[config.mk]
export PLATFORM = sky130hd
export DESIGN_NAME = pld_macrocell
export DESIGN_NICKNAME = d
export VERILOG_FILES = /design/src/rtl/pld_mc_pkg.sv /design/src/rtl/pld_pterm.sv /design/src/rtl/pld_mc_reg.sv /design/src/rtl/pld_mc_outsel.sv /design/src/rtl/pld_macrocell.sv
export SDC_FILE = /design/constraint.sdc
export NUM_CORES = 1
export LEC_CHECK = 0
export BUFFER_PORTS_ARGS = -buffer_cell sky130_fd_sc_hd__buf_4
export CAP_MARGIN = 25
export CORE_AREA = 2 2 171 173
export CTS_CLUSTER_DIAMETER = 60
export DETAILED_ROUTE_END_ITERATION = 12
export DIE_AREA = 0 0 173 175
export HOLD_SLACK_MARGIN = 0.12
export PLACE_DENSITY_LB_ADDON = 0.15
export SYNTH_ARGS = -nofsm -noshare
export SYNTH_HDL_FRONTEND = slang
export SYNTH_SLANG_ARGS = --single-unit
[constraint.sdc]
create_clock -name clk -period 2.2 [get_ports clk]
set_input_delay 0.11 -clock clk [delete_from_list [all_inputs] [get_ports clk]]
set_output_delay 0.11 -clock clk [all_outputs]
set_load 0.05 [all_outputs]
[src/rtl/pld_mc_pkg.sv]
// Package: shared limits and configuration type for the output macrocell.
// Assumes: nothing; pure declarations.
package pld_mc_pkg;
    localparam int PT_MIN = 8;
    localparam int PT_MAX = 16;

    // Output configuration of one cell.
    typedef struct packed {
        logic registered;  // 1: sum passes through the D register
        logic active_low;  // 1: pin shows the inverse
    } mc_cfg_t;
endpackage

[src/rtl/pld_pterm.sv]
// Module: one product term of the AND array.
// Does: ANDs every literal selected by the true and complement masks.
// Assumes: masks are static configuration; an empty enabled term is 1.
module pld_pterm #(
    parameter int NSIG = 22
) (
    input  logic [NSIG-1:0] sig,
    input  logic [NSIG-1:0] t_en,
    input  logic [NSIG-1:0] c_en,
    input  logic            used,
    output logic            term
);
    logic true_ok;
    logic comp_ok;

    // Every selected true literal must be 1, every selected complement literal 0.
    always_comb begin
        true_ok = &(sig | ~t_en);
        comp_ok = &(~sig | ~c_en);
        term    = used & true_ok & comp_ok;
    end

    // A term holding a signal and its inverse can never be true.
    always_comb begin
        if (|(t_en & c_en))
            assert_contradiction_R1: assert (term == 1'b0);
    end
endmodule

[src/rtl/pld_mc_reg.sv]
// Module: macrocell D register with clear, reset, preload and preset.
// Does: priority clear > power-up reset > preload > preset > sum.
// Assumes: ar_clr never changes in the same instant as a rising clk.
module pld_mc_reg (
    input  logic clk,
    input  logic rst_n,
    input  logic ar_clr,
    input  logic pl_en,
    input  logic pl_val,
    input  logic sp_set,
    input  logic d,
    output logic q
);
    // Register update; the clear term acts without a clock.
    always_ff @(posedge clk or posedge ar_clr) begin
        if (ar_clr)
            q <= 1'b0;
        else if (!rst_n)
            q <= 1'b0;
        else if (pl_en)
            q <= pl_val;
        else if (sp_set)
            q <= 1'b1;
        else
            q <= d;
    end

    // Power-up reset clears the register.
    assert_reset_R7: assert property (@(posedge clk)
        !rst_n |=> (q == 1'b0));

    // Clear term holds the register low.
    assert_clear_R8: assert property (@(posedge clk) disable iff (!rst_n)
        ar_clr |-> (q == 1'b0));

    // Preload wins over preset and sum.
    assert_preload_R10: assert property (@(posedge clk) disable iff (!rst_n)
        (pl_en && !ar_clr) |=> (ar_clr || !rst_n || q == $past(pl_val)));

    // Preset sets the register.
    assert_preset_R9: assert property (@(posedge clk) disable iff (!rst_n)
        (sp_set && !pl_en && !ar_clr) |=> (ar_clr || !rst_n || q));

    // Plain edge loads the sum.
    assert_load_R4: assert property (@(posedge clk) disable iff (!rst_n)
        (!sp_set && !pl_en && !ar_clr) |=> (ar_clr || !rst_n || q == $past(d)));
endmodule

[src/rtl/pld_mc_outsel.sv]
// Module: output and feedback select of the macrocell.
// Does: picks register or sum, applies polarity, picks the feedback source.
// Assumes: cfg is static while the cell runs.
module pld_mc_outsel
    import pld_mc_pkg::*;
(
    input  mc_cfg_t cfg,
    input  logic    sum,
    input  logic    q,
    input  logic    pin_in,
    output logic    pin_out,
    output logic    fb_out
);
    logic core;

    // Output level: chosen source, then optional inversion.
    always_comb begin
        core    = cfg.registered ? q : sum;
        pin_out = cfg.active_low ? ~core : core;
    end

    // Feedback: inverted register, or the pin level in combinational mode.
    always_comb begin
        fb_out = cfg.registered ? ~q : pin_in;
    end
endmodule

[src/rtl/pld_macrocell.sv]
// Module: top of one sum-of-products output macrocell.
// Does: N_PT product terms ORed, register/combinational output with polarity,
//       output-enable term and feedback line.
// Assumes: masks and cfg bits are static configuration; shared clear and
//          preset terms arrive already evaluated.
module pld_macrocell
    import pld_mc_pkg::*;
#(
    parameter int N_IN = 12,
    parameter int N_FB = 10,
    parameter int N_PT = 8,
    localparam int NSIG = N_IN + N_FB,
    localparam int MASK_W = N_PT * NSIG
) (
    input  logic              clk,
    input  logic              rst_n,
    input  logic [N_IN-1:0]   din,
    input  logic [N_FB-1:0]   fb_in,
    input  logic [MASK_W-1:0] pt_true,
    input  logic [MASK_W-1:0] pt_comp,
    input  logic [N_PT-1:0]   pt_used,
    input  logic [NSIG-1:0]   oe_true,
    input  logic [NSIG-1:0]   oe_comp,
    input  logic              cfg_reg,
    input  logic              cfg_inv,
    input  logic              ar_term,
    input  logic              sp_term,
    input  logic              preload_en,
    input  logic              preload_val,
    input  logic              pin_in,
    output logic              pin_out,
    output logic              pin_oe,
    output logic              fb_out
);
    logic [NSIG-1:0] sig;
    logic [N_PT-1:0] terms;
    logic            sum;
    logic            q;
    mc_cfg_t         cfg;

    // Term count must stay inside the supported range.
    initial begin
        assert_ptcount_R2: assert (N_PT >= PT_MIN && N_PT <= PT_MAX);
    end

    // Array signal vector and configuration record.
    always_comb begin
        sig            = {fb_in, din};
        cfg.registered = cfg_reg;
        cfg.active_low = cfg_inv;
    end

    // One evaluator per product term.
    for (genvar k = 0; k < N_PT; k++) begin : g_pt
        pld_pterm #(.NSIG(NSIG)) u_pt (
            .sig  (sig),
            .t_en (pt_true[k*NSIG +: NSIG]),
            .c_en (pt_comp[k*NSIG +: NSIG]),
            .used (pt_used[k]),
            .term (terms[k])
        );
    end

    // Output-enable term, always enabled.
    pld_pterm #(.NSIG(NSIG)) u_oe (
        .sig  (sig),
        .t_en (oe_true),
        .c_en (oe_comp),
        .used (1'b1),
        .term (pin_oe)
    );

    // OR plane.
    always_comb begin
        sum = |terms;
    end

    pld_mc_reg u_reg (
        .clk    (clk),
        .rst_n  (rst_n),
        .ar_clr (ar_term),
        .pl_en  (preload_en),
        .pl_val (preload_val),
        .sp_set (sp_term),
        .d      (sum),
        .q      (q)
    );

    pld_mc_outsel u_out (
        .cfg     (cfg),
        .sum     (sum),
        .q       (q),
        .pin_in  (pin_in),
        .pin_out (pin_out),
        .fb_out  (fb_out)
    );

    // Disabled terms leave the sum at 0.
    assert_unused_R1: assert property (@(posedge clk) disable iff (!rst_n)
        (pt_used == '0) |-> !sum);

    // Combinational pin follows the OR plane.
    assert_comb_R3: assert property (@(posedge clk) disable iff (!rst_n)
        !cfg_reg |-> (pin_out == (sum ^ cfg_inv)));

    // Registered feedback is the complement of the register seen at the pin.
    assert_fb_R6: assert property (@(posedge clk) disable iff (!rst_n)
        cfg_reg |-> (fb_out == ~(pin_out ^ cfg_inv)));
endmodule

==> Word-level counts from Yosys, hierarchy flattened <==
Index checks and enable logic that the tools add are counted.
{ "word_totals": {"output_inout_bits": 3, "regBits": 1, "input_bits": 435, "word_cells": 82} }
{ "op_classes": {"n_mux": 6, "n_reduce_logical": 19, "bitwise_logic": 56} }
{ "ops": {"columns": ["cell", "count"], "rows": [
  ["$not A22 Y22", 19],
  ["$or A22 B22 Y22", 18],
  ["$reduce_and A22 Y1", 18],
  ["$and A1 B1 Y1", 17],
  ["$reduce_or A8 Y1", 1],
  ["$mux W1", 6],
  ["$not A1 Y1", 2]
]} }

==> Longest topological paths before layout <==
Gate-level depths: netlist (run 1).
{ "depth": {"depth_word": 9, "ltp_mapped": 8} }

==> By module <==
From an unflattened synthesis (run 1), not the netlist that was laid out.
{ "hier_totals": {"hier_cells": 417, "hier_area_um2": 2766.4} }
{ "by_module_without_submodules": {"columns": ["module", "seq_area_each_um2", "cells_per_inst", "instances", "area_per_inst_um2"], "rows": [
  ["pld_pterm", 0.0, 45, 9, 296.5],
  ["pld_mc_reg", 25.0, 4, 1, 45.0],
  ["pld_mc_outsel", 0.0, 4, 1, 32.5],
  ["pld_macrocell", 0.0, 4, 1, 20.0]
]} }

==> Worst setup path after synthesis (run 1) <==
No wires, ideal clock.
{ "synth_path": {"path_kind": "input -> output", "start": "input port fb_in[2]", "end": "output port pin_oe", "cell_stages": 5, "required_ns": 2.090, "slack_ns": -0.392, "t_arrival_ns": 2.482, "cell_sequence": "buf_2 -> mux2_2 -> a221oi_1 -> nand4_1 -> nor4_1"} }
{ "synth_via": {"elab_chain_len": 4, "elab_cells_between_ends": 6, "cone_classes": "bitwise: 4; reduce/logical: 2"} }
{ "synth_lines": {"columns": ["item", "line", "text"], "rows": [
  ["start: declaration", "pld_macrocell.sv:18", "input logic [N_FB-1:0] fb_in,"],
  ["$not A22 Y22", "pld_pterm.sv:19", "comp_ok = &(~sig | ~c_en);"],
  ["$or A22 B22 Y22", "pld_pterm.sv:19", null],
  ["$reduce_and A22 Y1", "pld_pterm.sv:19", null],
  ["$and A1 B1 Y1 *", "pld_pterm.sv:20", "term = used & true_ok & comp_ok;"],
  ["end: declaration", "pld_macrocell.sv:32", "output logic pin_oe,"]
]} }
Every way passes the cells marked *; elsewhere a longest branch is shown, timed or not.

==> Worst setup path after layout (run 1) <==
{ "layout_path": {"start": "input port din[10]", "end": "output port pin_out"} }
{ "layout_via": {"elab_chain_len": 8, "elab_cells_between_ends": 53, "cone_classes": "mux: 2; bitwise: 34; reduce/logical: 17"} }
{ "layout_lines": {"columns": ["item", "line", "text"], "rows": [
  ["start: declaration", "pld_macrocell.sv:17", "input logic [N_IN-1:0] din,"],
  ["$or A22 B22 Y22 or $not A22 Y22 (tied branches)", "pld_pterm.sv:18, pld_pterm.sv:19", null],
  ["$reduce_and A22 Y1 or $or A22 B22 Y22 (tied branches)", "pld_pterm.sv:18, pld_pterm.sv:19", null],
  ["$and A1 B1 Y1 or $reduce_and A22 Y1 (tied branches)", "pld_pterm.sv:20, pld_pterm.sv:19", null],
  ["$and A1 B1 Y1", "pld_pterm.sv:20", null],
  ["$reduce_or A8 Y1 *", "pld_macrocell.sv:75", "sum = |terms;"],
  ["$mux W1 *", "pld_mc_outsel.sv:18", "core = cfg.registered ? q : sum;"],
  ["$not A1 Y1", "pld_mc_outsel.sv:19", "pin_out = cfg.active_low ? ~core : core;"],
  ["$mux W1 *", "pld_mc_outsel.sv:19", null],
  ["end: declaration", "pld_macrocell.sv:31", "output logic pin_out,"]
]} }
Marked as above.

==> impl_metrics.json, run 1 <==
{
  "n_fill_cell": 3194,
  "antenna-diode-count": 0,
  "cp_top_family": "simple AND/OR/NAND/NOR gates",
  "ant_nets": 0,
  "num_vias": 5504,
  "critPathKind": "primary input to output port",
  "seqPwrFrac": 0.014,
  "yosys.area_share.simple": 0.243,
  "yosysMostFrequentCell": "a22oi_1",
  "grt_pass1_wl_um": 44800,
  "path_cells": "buf_4 > buf_12 > inv_4 > a222oi_1 > nand4_1 > or4_4 > o2111ai_4 > o31ai_4 > xnor2_2 > buf_6",
  "layout.nets": 1318,
  "synth-edff-count": 0,
  "critPathArrivalTime_ps": 2150,
  "leakagePower_nw": 3.72,
  "worst-path-max-fanout": 7,
  "yosys-top-cells-area": "a22oi_1 (14%), a22o_1 (11%), mux2i_1 (10%)",
  "yosys-top-cells-count": "a22oi_1 (51), a22o_1 (34), inv_1 (30)",
  "clockPowerShare": 0,
  "p_sw_mw": 0.587,
  "violations": "setup timing",
  "worst_slew_pin_slew_ps": 451,
  "portBuffers": 437,
  "via_per_inst": 4.35,
  "core_area_um2": 28400,
  "relSlewSlack": 0.699,
  "ys_ff_latch": 1,
  "crit_required_ps": 2090,
  "grt.total_usage": 0.208,
  "drtIter0Drc": 226,
  "slowest_stage": "or4_4",
  "grt_setup_unrepaired": "true",
  "min_period_ps": 2260,
  "drive_gt1_frac": 0.679,
  "syn_inst": 354,
  "p_comb_frac": 0.986,
  "dp_hpwl_um": 29600,
  "drc": 0,
  "die_x_um": 173,
  "synth_xor_area_frac": 0.00330,
  "ir_drop_mv": 0.0839,
  "seq_area_frac_synth": 0.00943,
  "min_period_over_period": 1.03,
  "largest_reg_flops": 1,
  "critical_path_buf_inv_count": 4,
  "slowest_delay_ps": 600,
  "grt_max_degree": 10,
  "syn_area_um2": 2650,
  "drv_slew": 0,
  "fp.dieH_um": 175,
  "ys_types": 45,
  "row_count": 62,
  "crit_start": "din[10]",
  "status": "finished, violations left",
  "synth_fp_nets": 789,
  "largest-register": "u_reg.q",
  "grt_antenna_before_repair": 0,
  "first_global_vias": 5937,
  "cap_viol_max_count": 0,
  "start_util": 0.0934,
  "reg.largest.list": "u_reg.q: 1 flops",
  "synth_compound_area_frac": 0.501,
  "power.internal_mw": 0.898,
  "synthArstFlopShare": 1.00,
  "p_per_area_nw_per_um2": 196,
  "final_util": 0.267,
  "synth_top_family_by_area": "compound AO/OA/AOI/OAI gates",
  "critPathLaunchType": "primary input",
  "min_path_cells": 3,
  "ios": 438,
  "hold_viol": 0,
  "synth_mux_area_frac": 0.127,
  "wl_per_cell_um": 26.1,
  "setup_viol": 1,
  "p_sw_frac": 0.395,
  "synth-adder-area-share": 0,
  "setup_ws_ps": -55.1,
  "clkTransAtPathRegs_ps": 0,
  "synth_ff_type": "dfrtp_1",
  "die_area_um2": 30300,
  "synth_top_cell_area_share": 0.144,
  "drt_pre_antenna_iters": 5,
  "grt-ovfl-total": 0,
  "area_delta_synth_final_pct": 186,
  "hold_path.class": "primary input to register",
  "yosys.area.top_type": "a22oi_1",
  "routed_wl_um": 33100,
  "yosysWarnings": 0,
  "fmax_mhz": 443,
  "whs_endpoint": "u_reg.q",
  "min_from": "rst_n",
  "syn_avg_cell_area_um2": 7.49,
  "cp-end-kind": "output port",
  "holdWs_ps": 377,
  "routabilityCongestion": 0.835
}
## per-stage QoR
step	area, um^2	setup WS (ps)	std cells	setup TNS (ps)	power, mW
finish	7580	-55.1	1265	-55.1	1.49
global placement	7090	-662	1245	-1120	1.40
floorplan	2670	134	354	0	0.397
detailed placement	7090	-393	1246	-572	1.40
CTS	7360	-95.5	1254	-95.5	1.46
global route	7580	-133	1265	-133	1.58
## routing by layer
metal  share of wire  track usage  vias to the layer above
met1            0.42        0.261                     2612
met5               0            0                        -
met2            0.50        0.382                      323
met4           0.011       0.0173                        0
met3           0.067       0.0370                       18
li1                -            -                     2551
## placed cells by master (no fill, tap or decap), types with 3 or more instances in the layout
cell type / n
a2111oi_2: 6
a2111oi_4: 4
a221oi_1: 19
a221oi_2: 4
a222oi_1: 8
a22o_1: 34
a22oi_1: 48
a22oi_2: 3
and2_1: 4
and3_1: 3
and4_1: 3
buf_12: 16
buf_4: 519
buf_6: 10
clkinvlp_4: 5
inv_1: 25
inv_4: 3
mux2_2: 5
mux2i_1: 26
nand2_1: 22
nand2b_1: 9
nand3_1: 8
nand4_1: 19
nor2b_1: 25
nor4_1: 4
o2111ai_1: 8
or4_4: 3
## worst max path at each step
stage,endpoint,slack [ps],cells after the start
final,pin_out,-60,10
after global placement,pin_out,-660,10
after CTS,pin_out,-100,10
after detailed placement,pin_out,-390,9
after global routing,pin_out,-130,10
after floorplan,pin_out,130,8
## power groups by stage
stage               clock, mW  combinational [mW]  sequential [mW]
floorplan                   0               0.376           0.0201
global placement            0                1.38           0.0203
detailed placement          0                1.38           0.0202
CTS                         0                1.44           0.0203
global route                0                1.56           0.0203
finish                      0                1.47           0.0202
## area by class of cell
class	instances	area [um^2]	share of cell area
inverter	35	158	0.0208
multi-input combinational	296	2550	0.336
timing repair buffer	549	4370	0.577
sequential	1	25.0	0.00330
tap	384	480	0.0634
## what timing repair did
action,4_1_cts,5_1_grt
setup endpoints to repair,2,2
buffers inserted,7,11
endpoints found under the hold margin,1,0
hold buffers,1,0
pin swaps,15,12
gates resized for setup,40,24
## cell families (layout without fill, tap and decap cells)
group	count (synthesis)	after routing
simple gates	111	111
buf+inv	57	584
xor+xnor	1	1
mux	33	33
compound gates	151	151
flops	1	1
(Power assumes the default switching activity.)
==> run 2: changes to the inputs <==
--- a/config.mk
+++ b/config.mk
@@ -13,6 +13,7 @@
 export DIE_AREA = 0 0 173 175
 export HOLD_SLACK_MARGIN = 0.12
 export PLACE_DENSITY_LB_ADDON = 0.15
+export RECOVER_POWER = 100
 export SYNTH_ARGS = -nofsm -noshare
 export SYNTH_HDL_FRONTEND = slang
 export SYNTH_SLANG_ARGS = --single-unit
==> impl_metrics.json, run 2 (synthesis results as in run 1) <==
{
  "worst_slew_pin_slew_ps": 590,
  "routabilityCongestion": 0.835,
  "grt_antenna_before_repair": 0,
  "fmax_mhz": 444,
  "p_per_area_nw_per_um2": 196,
  "crit_start": "din[10]",
  "instances_no_fill": 1265,
  "final_util": 0.267,
  "p_comb_frac": 0.986,
  "num_vias": 5483,
  "p_sw_frac": 0.395,
  "leakagePower_nw": 3.71,
  "slowest_delay_ps": 600,
  "setup_viol": 1,
  "critical_path_buf_inv_count": 4,
  "finalInstanceArea_um2": 7570,
  "grt_pass1_wl_um": 44800,
  "power.internal_mw": 0.897,
  "routed_wl_um": 33100,
  "critPathKind": "primary input to output port",
  "portBuffers": 437,
  "multi_input_area_um2": 2530,
  "critPathArrivalTime_ps": 2140,
  "min_period_ps": 2250,
  "layout.nets": 1318,
  "first_global_vias": 5937,
  "grt_max_degree": 10,
  "dp_cells": 1246,
  "holdWs_ps": 377,
  "n_fill_cell": 3198,
  "antenna-diode-count": 0,
  "core_area_um2": 28400,
  "cp-end-kind": "output port",
  "setup_tns_ps": -54.6,
  "seqPwrFrac": 0.014,
  "reg.largest.list": "u_reg.q: 1 flops",
  "critPathLaunchType": "primary input",
  "drtIter0Drc": 228,
  "hold_viol": 0,
  "setup_ws_ps": -54.6,
  "p_sw_mw": 0.586,
  "start_util": 0.0934,
  "grt-ovfl-total": 0,
  "grt.total_usage": 0.208,
  "ir_drop_mv": 0.0839,
  "crit_cells": 10,
  "cp_top_family": "simple AND/OR/NAND/NOR gates",
  "worst-path-max-fanout": 7,
  "drive_gt1_frac": 0.678,
  "regArea_um2": 25.0,
  "fp.dieH_um": 175,
  "placed_cell_area_um2": 7090,
  "area_delta_synth_final_pct": 185,
  "largest_reg_flops": 1,
  "grt_setup_unrepaired": "true",
  "crit_path_end": "pin_out",
  "cap_viol_max_count": 0,
  "ios": 438,
  "power_mw": 1.48,
  "place_ws_ps": -393,
  "dp_hpwl_um": 29600,
  "via_per_inst": 4.33,
  "mostFrequentLayoutCell": "buf_4",
  "wl_per_cell_um": 26.1,
  "drc": 0,
  "clockPowerShare": 0,
  "largest-register": "u_reg.q",
  "ant_nets": 0,
  "clkTransAtPathRegs_ps": 0,
  "final_cell_mix": "buf_4 (516), a22oi_1 (48), a22o_1 (34)",
  "drt_pre_antenna_iters": 5,
  "crit_required_ps": 2090,
  "status": "finished, violations left",
  "row_count": 62,
  "die_area_um2": 30300,
  "path_cells": "buf_4 > buf_12 > inv_4 > a222oi_1 > nand4_1 > or4_4 > o2111ai_4 > o31ai_4 > xnor2_2 > buf_6",
  "slowest_stage": "or4_4",
  "relSlewSlack": 0.609,
  "min_period_over_period": 1.02,
  "die_x_um": 173,
  "violations": "setup timing",
  "drv_slew": 0,
  "hold_path.class": "primary input to register"
}
-- run 2: area by class of cell --
| class | instances | share of cell area |
|---|---|---|
| Inverter | 35 | 0.0208 |
| Timing Repair Buffer | 549 | 0.577 |
| Multi-Input combinational cell | 296 | 0.335 |
| Sequential cell | 1 | 0.00331 |
| Tap cell | 384 | 0.0635 |
-- run 2: timing repair --
| action | CTS | global route |
|---|---|---|
| hold endpoints to repair | 1 | 0 |
| setup buffers | 7 | 11 |
| pin swaps | 15 | 12 |
| setup endpoints to repair | 2 | 2 |
| hold buffers | 1 | 0 |
| resized for setup | 40 | 24 |
-- run 2: power by group through the flow --
stage	logic, mW	registers, mW	clock network [mW]
5_1_grt	1.56	0.0203	0
4_1_cts	1.44	0.0203	0
6_report	1.46	0.0202	0
2_1_floorplan	0.376	0.0201	0
3_5_place_dp	1.38	0.0202	0
3_3_place_gp	1.38	0.0203	0
-- run 2: per-layer routing --
| metal | wire [um] | GRT usage | up-vias |
|---|---|---|---|
| met3 | 2220 | 0.0370 | 18 |
| li1 | - | - | 2551 |
| met5 | 0 | 0 | - |
| met2 | 16700 | 0.382 | 318 |
| met4 | 375 | 0.0173 | 0 |
| met1 | 13800 | 0.261 | 2596 |
-- run 2: worst min-delay path by stage --
stage / start / end / slack [ps] / depth (start not counted)
floorplan: ar_term / u_reg.q / -160 / 1
global placement: ar_term / u_reg.q / -30 / 2
detailed placement: ar_term / u_reg.q / -30 / 2
CTS: rst_n / u_reg.q / 380 / 3
global route: rst_n / u_reg.q / 410 / 3
finish: rst_n / u_reg.q / 380 / 3
==> run 3: changes to the inputs <==
--- a/config.mk
+++ b/config.mk
@@ -7,13 +7,14 @@
 export LEC_CHECK = 0
 export BUFFER_PORTS_ARGS = -buffer_cell sky130_fd_sc_hd__buf_4
 export CAP_MARGIN = 25
-export CORE_AREA = 2 2 171 173
+export CORE_AREA = 2 2 172 174
 export CTS_CLUSTER_DIAMETER = 60
 export DETAILED_ROUTE_END_ITERATION = 12
-export DIE_AREA = 0 0 173 175
+export DIE_AREA = 0 0 174 176
 export HOLD_SLACK_MARGIN = 0.12
 export PLACE_DENSITY_LB_ADDON = 0.15
 export RECOVER_POWER = 100
 export SYNTH_ARGS = -nofsm -noshare
 export SYNTH_HDL_FRONTEND = slang
+export SYNTH_HIERARCHICAL = 1
 export SYNTH_SLANG_ARGS = --single-unit
==> impl_metrics.json, run 3 <==
{
  "status": "finished, violations left",
  "violations": "setup timing",
  "drt_pre_antenna_iters": 5,
  "power_mw": 1.34,
  "yosysWarnings": 6,
  "final_cell_mix": "buf_4 (512), inv_1 (101), nor2b_1 (54)",
  "grt-ovfl-total": 0,
  "yosysMostFrequentCell": "inv_1",
  "drive_gt1_frac": 0.599,
  "leakagePower_nw": 4.04,
  "grt_max_degree": 16,
  "yosys-top-cells-area": "mux2i_1 (14%), inv_1 (14%), nor2b_1 (12%)",
  "mostFrequentLayoutCell": "buf_4",
  "routed_wl_um": 27500,
  "critPathArrivalTime_ps": 2180,
  "syn_area_um2": 2770,
  "synth_ff_type": "dfrtp_1",
  "p_per_area_nw_per_um2": 176,
  "grt_setup_unrepaired": "true",
  "wl_per_cell_um": 20.5,
  "dp_hpwl_um": 24500,
  "fmax_mhz": 437,
  "largest_reg_flops": 1,
  "instances_no_fill": 1339,
  "start_util": 0.0969,
  "core_area_um2": 28500,
  "critPathLaunchType": "primary input",
  "routabilityCongestion": 0.806,
  "die_x_um": 174,
  "seq_area_frac_synth": 0.00905,
  "crit_required_ps": 2090,
  "die_area_um2": 30600,
  "grt_antenna_before_repair": 1,
  "area_delta_synth_final_pct": 176,
  "min_period_over_period": 1.04,
  "synth-edff-count": 0,
  "ys_types": 23,
  "num_vias": 5484,
  "ir_drop_mv": 0.0840,
  "min_path_cells": 2,
  "dp_cells": 1319,
  "syn_avg_cell_area_um2": 6.63,
  "syn_inst": 417,
  "hold_viol": 0,
  "min_from": "rst_n",
  "synth_fp_nets": 852,
  "worst_slew_pin_slew_ps": 609,
  "hold_path.class": "primary input to register",
  "cp-end-kind": "output port",
  "relSlewSlack": 0.596,
  "critPathKind": "primary input to output port",
  "whs_endpoint": "u_reg/q",
  "yosys.area.top_type": "mux2i_1",
  "reg.largest.list": "u_reg/q: 1 flops",
  "drtIter0Drc": 165,
  "drv_slew": 0,
  "synthArstFlopShare": 1.00,
  "clkTransAtPathRegs_ps": 0,
  "yosys-top-cells-count": "inv_1 (101), nor2b_1 (54), mux2i_1 (38)",
  "synth_top_cell_area_share": 0.137,
  "layout.nets": 1391,
  "cap_viol_max_count": 0,
  "portBuffers": 437,
  "largest-register": "u_reg/q",
  "fp.dieH_um": 176,
  "setup_ws_ps": -87.3,
  "drc": 0,
  "via_per_inst": 4.10,
  "grt.total_usage": 0.169,
  "ys_ff_latch": 1,
  "min_period_ps": 2290,
  "n_fill_cell": 3296,
  "first_global_vias": 5981,
  "grt_pass1_wl_um": 38500,
  "ios": 438,
  "worst-path-max-fanout": 12,
  "row_count": 62,
  "ant_nets": 0,
  "setup_viol": 1
}
## run 3: power by group
group	internal [mW]	leakage (nW)	switching [mW]
clock	0.0000000608	0.00000634	0
sequential	0.0200	0.0127	0.000643
combinational	0.830	4.03	0.492
## run 3: worst max-delay path, stage by stage
cell	delay, ps
buf_4	190
buf_12	160
a2111oi_2	320
buf_4	170
nand4_1	100
buf_4	180
nor4_4	300
nor4_2	90
nand2_2	100
mux2i_1	80
xnor2_1	140
buf_4	220
## run 3: layout make-up
cell class              count  area, um^2  area share
flip-flops and latches      1        25.0     0.00328
multi-input cells         315        2530       0.332
diodes                      1        2.50    0.000328
well taps                 384         480      0.0629
inverters                 101         379      0.0497
repair buffers            537        4220       0.552
## run 3: logic make-up (layout without fill, tap and decap cells)
group,count (synthesis),count (layout),share of synthesized area
flops,1,1,0.00904
xor+xnor,1,1,0.00317
simple gates,139,139,0.301
mux,47,47,0.174
compound gates,127,127,0.374
other cells,1,2,0.00136
buf+inv,101,638,0.137
## run 3: per-stage QoR
stage / instance area (um^2) / TNS (ps) / util / hold slack (ps) / worst slack [ps]
finish: 7630 / -87.3 / 0.267 / 358 / -87.3
floorplan: 2770 / 0 / - / -161 / 21.7
global placement: 7240 / -436 / 0.253 / -44.4 / -337
global route: 7630 / -233 / 0.267 / 367 / -233
detailed placement: 7240 / -325 / 0.253 / -44.0 / -279
CTS: 7480 / -149 / 0.262 / 358 / -149
## run 3: worst max-delay path by stage
stage	startpoint	end	cells after the start
4_1_cts	din[1]	pin_out	12
5_1_grt	din[11]	pin_out	11
2_1_floorplan	din[2]	pin_out	8
6_report	din[10]	pin_out	12
3_5_place_dp	din[11]	pin_out	11
3_3_place_gp	din[4]	pin_out	11
## run 3: timing repair
action	CTS	global route
buffers inserted	5	13
hold buffers	1	0
endpoints found under the hold margin	1	0
setup endpoints to repair	2	2
pin swaps	12	11
cloned	0	0
resized for setup	39	18
## run 3: routing by layer
metal | routed length, um | vias to the layer above | global-route usage | share of wire
met5 | 0 | - | 0 | 0
met4 | 268 | 0 | 0.0147 | 0.0098
met3 | 2040 | 10 | 0.0377 | 0.074
met2 | 14400 | 282 | 0.327 | 0.52
met1 | 10800 | 2512 | 0.196 | 0.39
li1 | - | 2680 | - | -
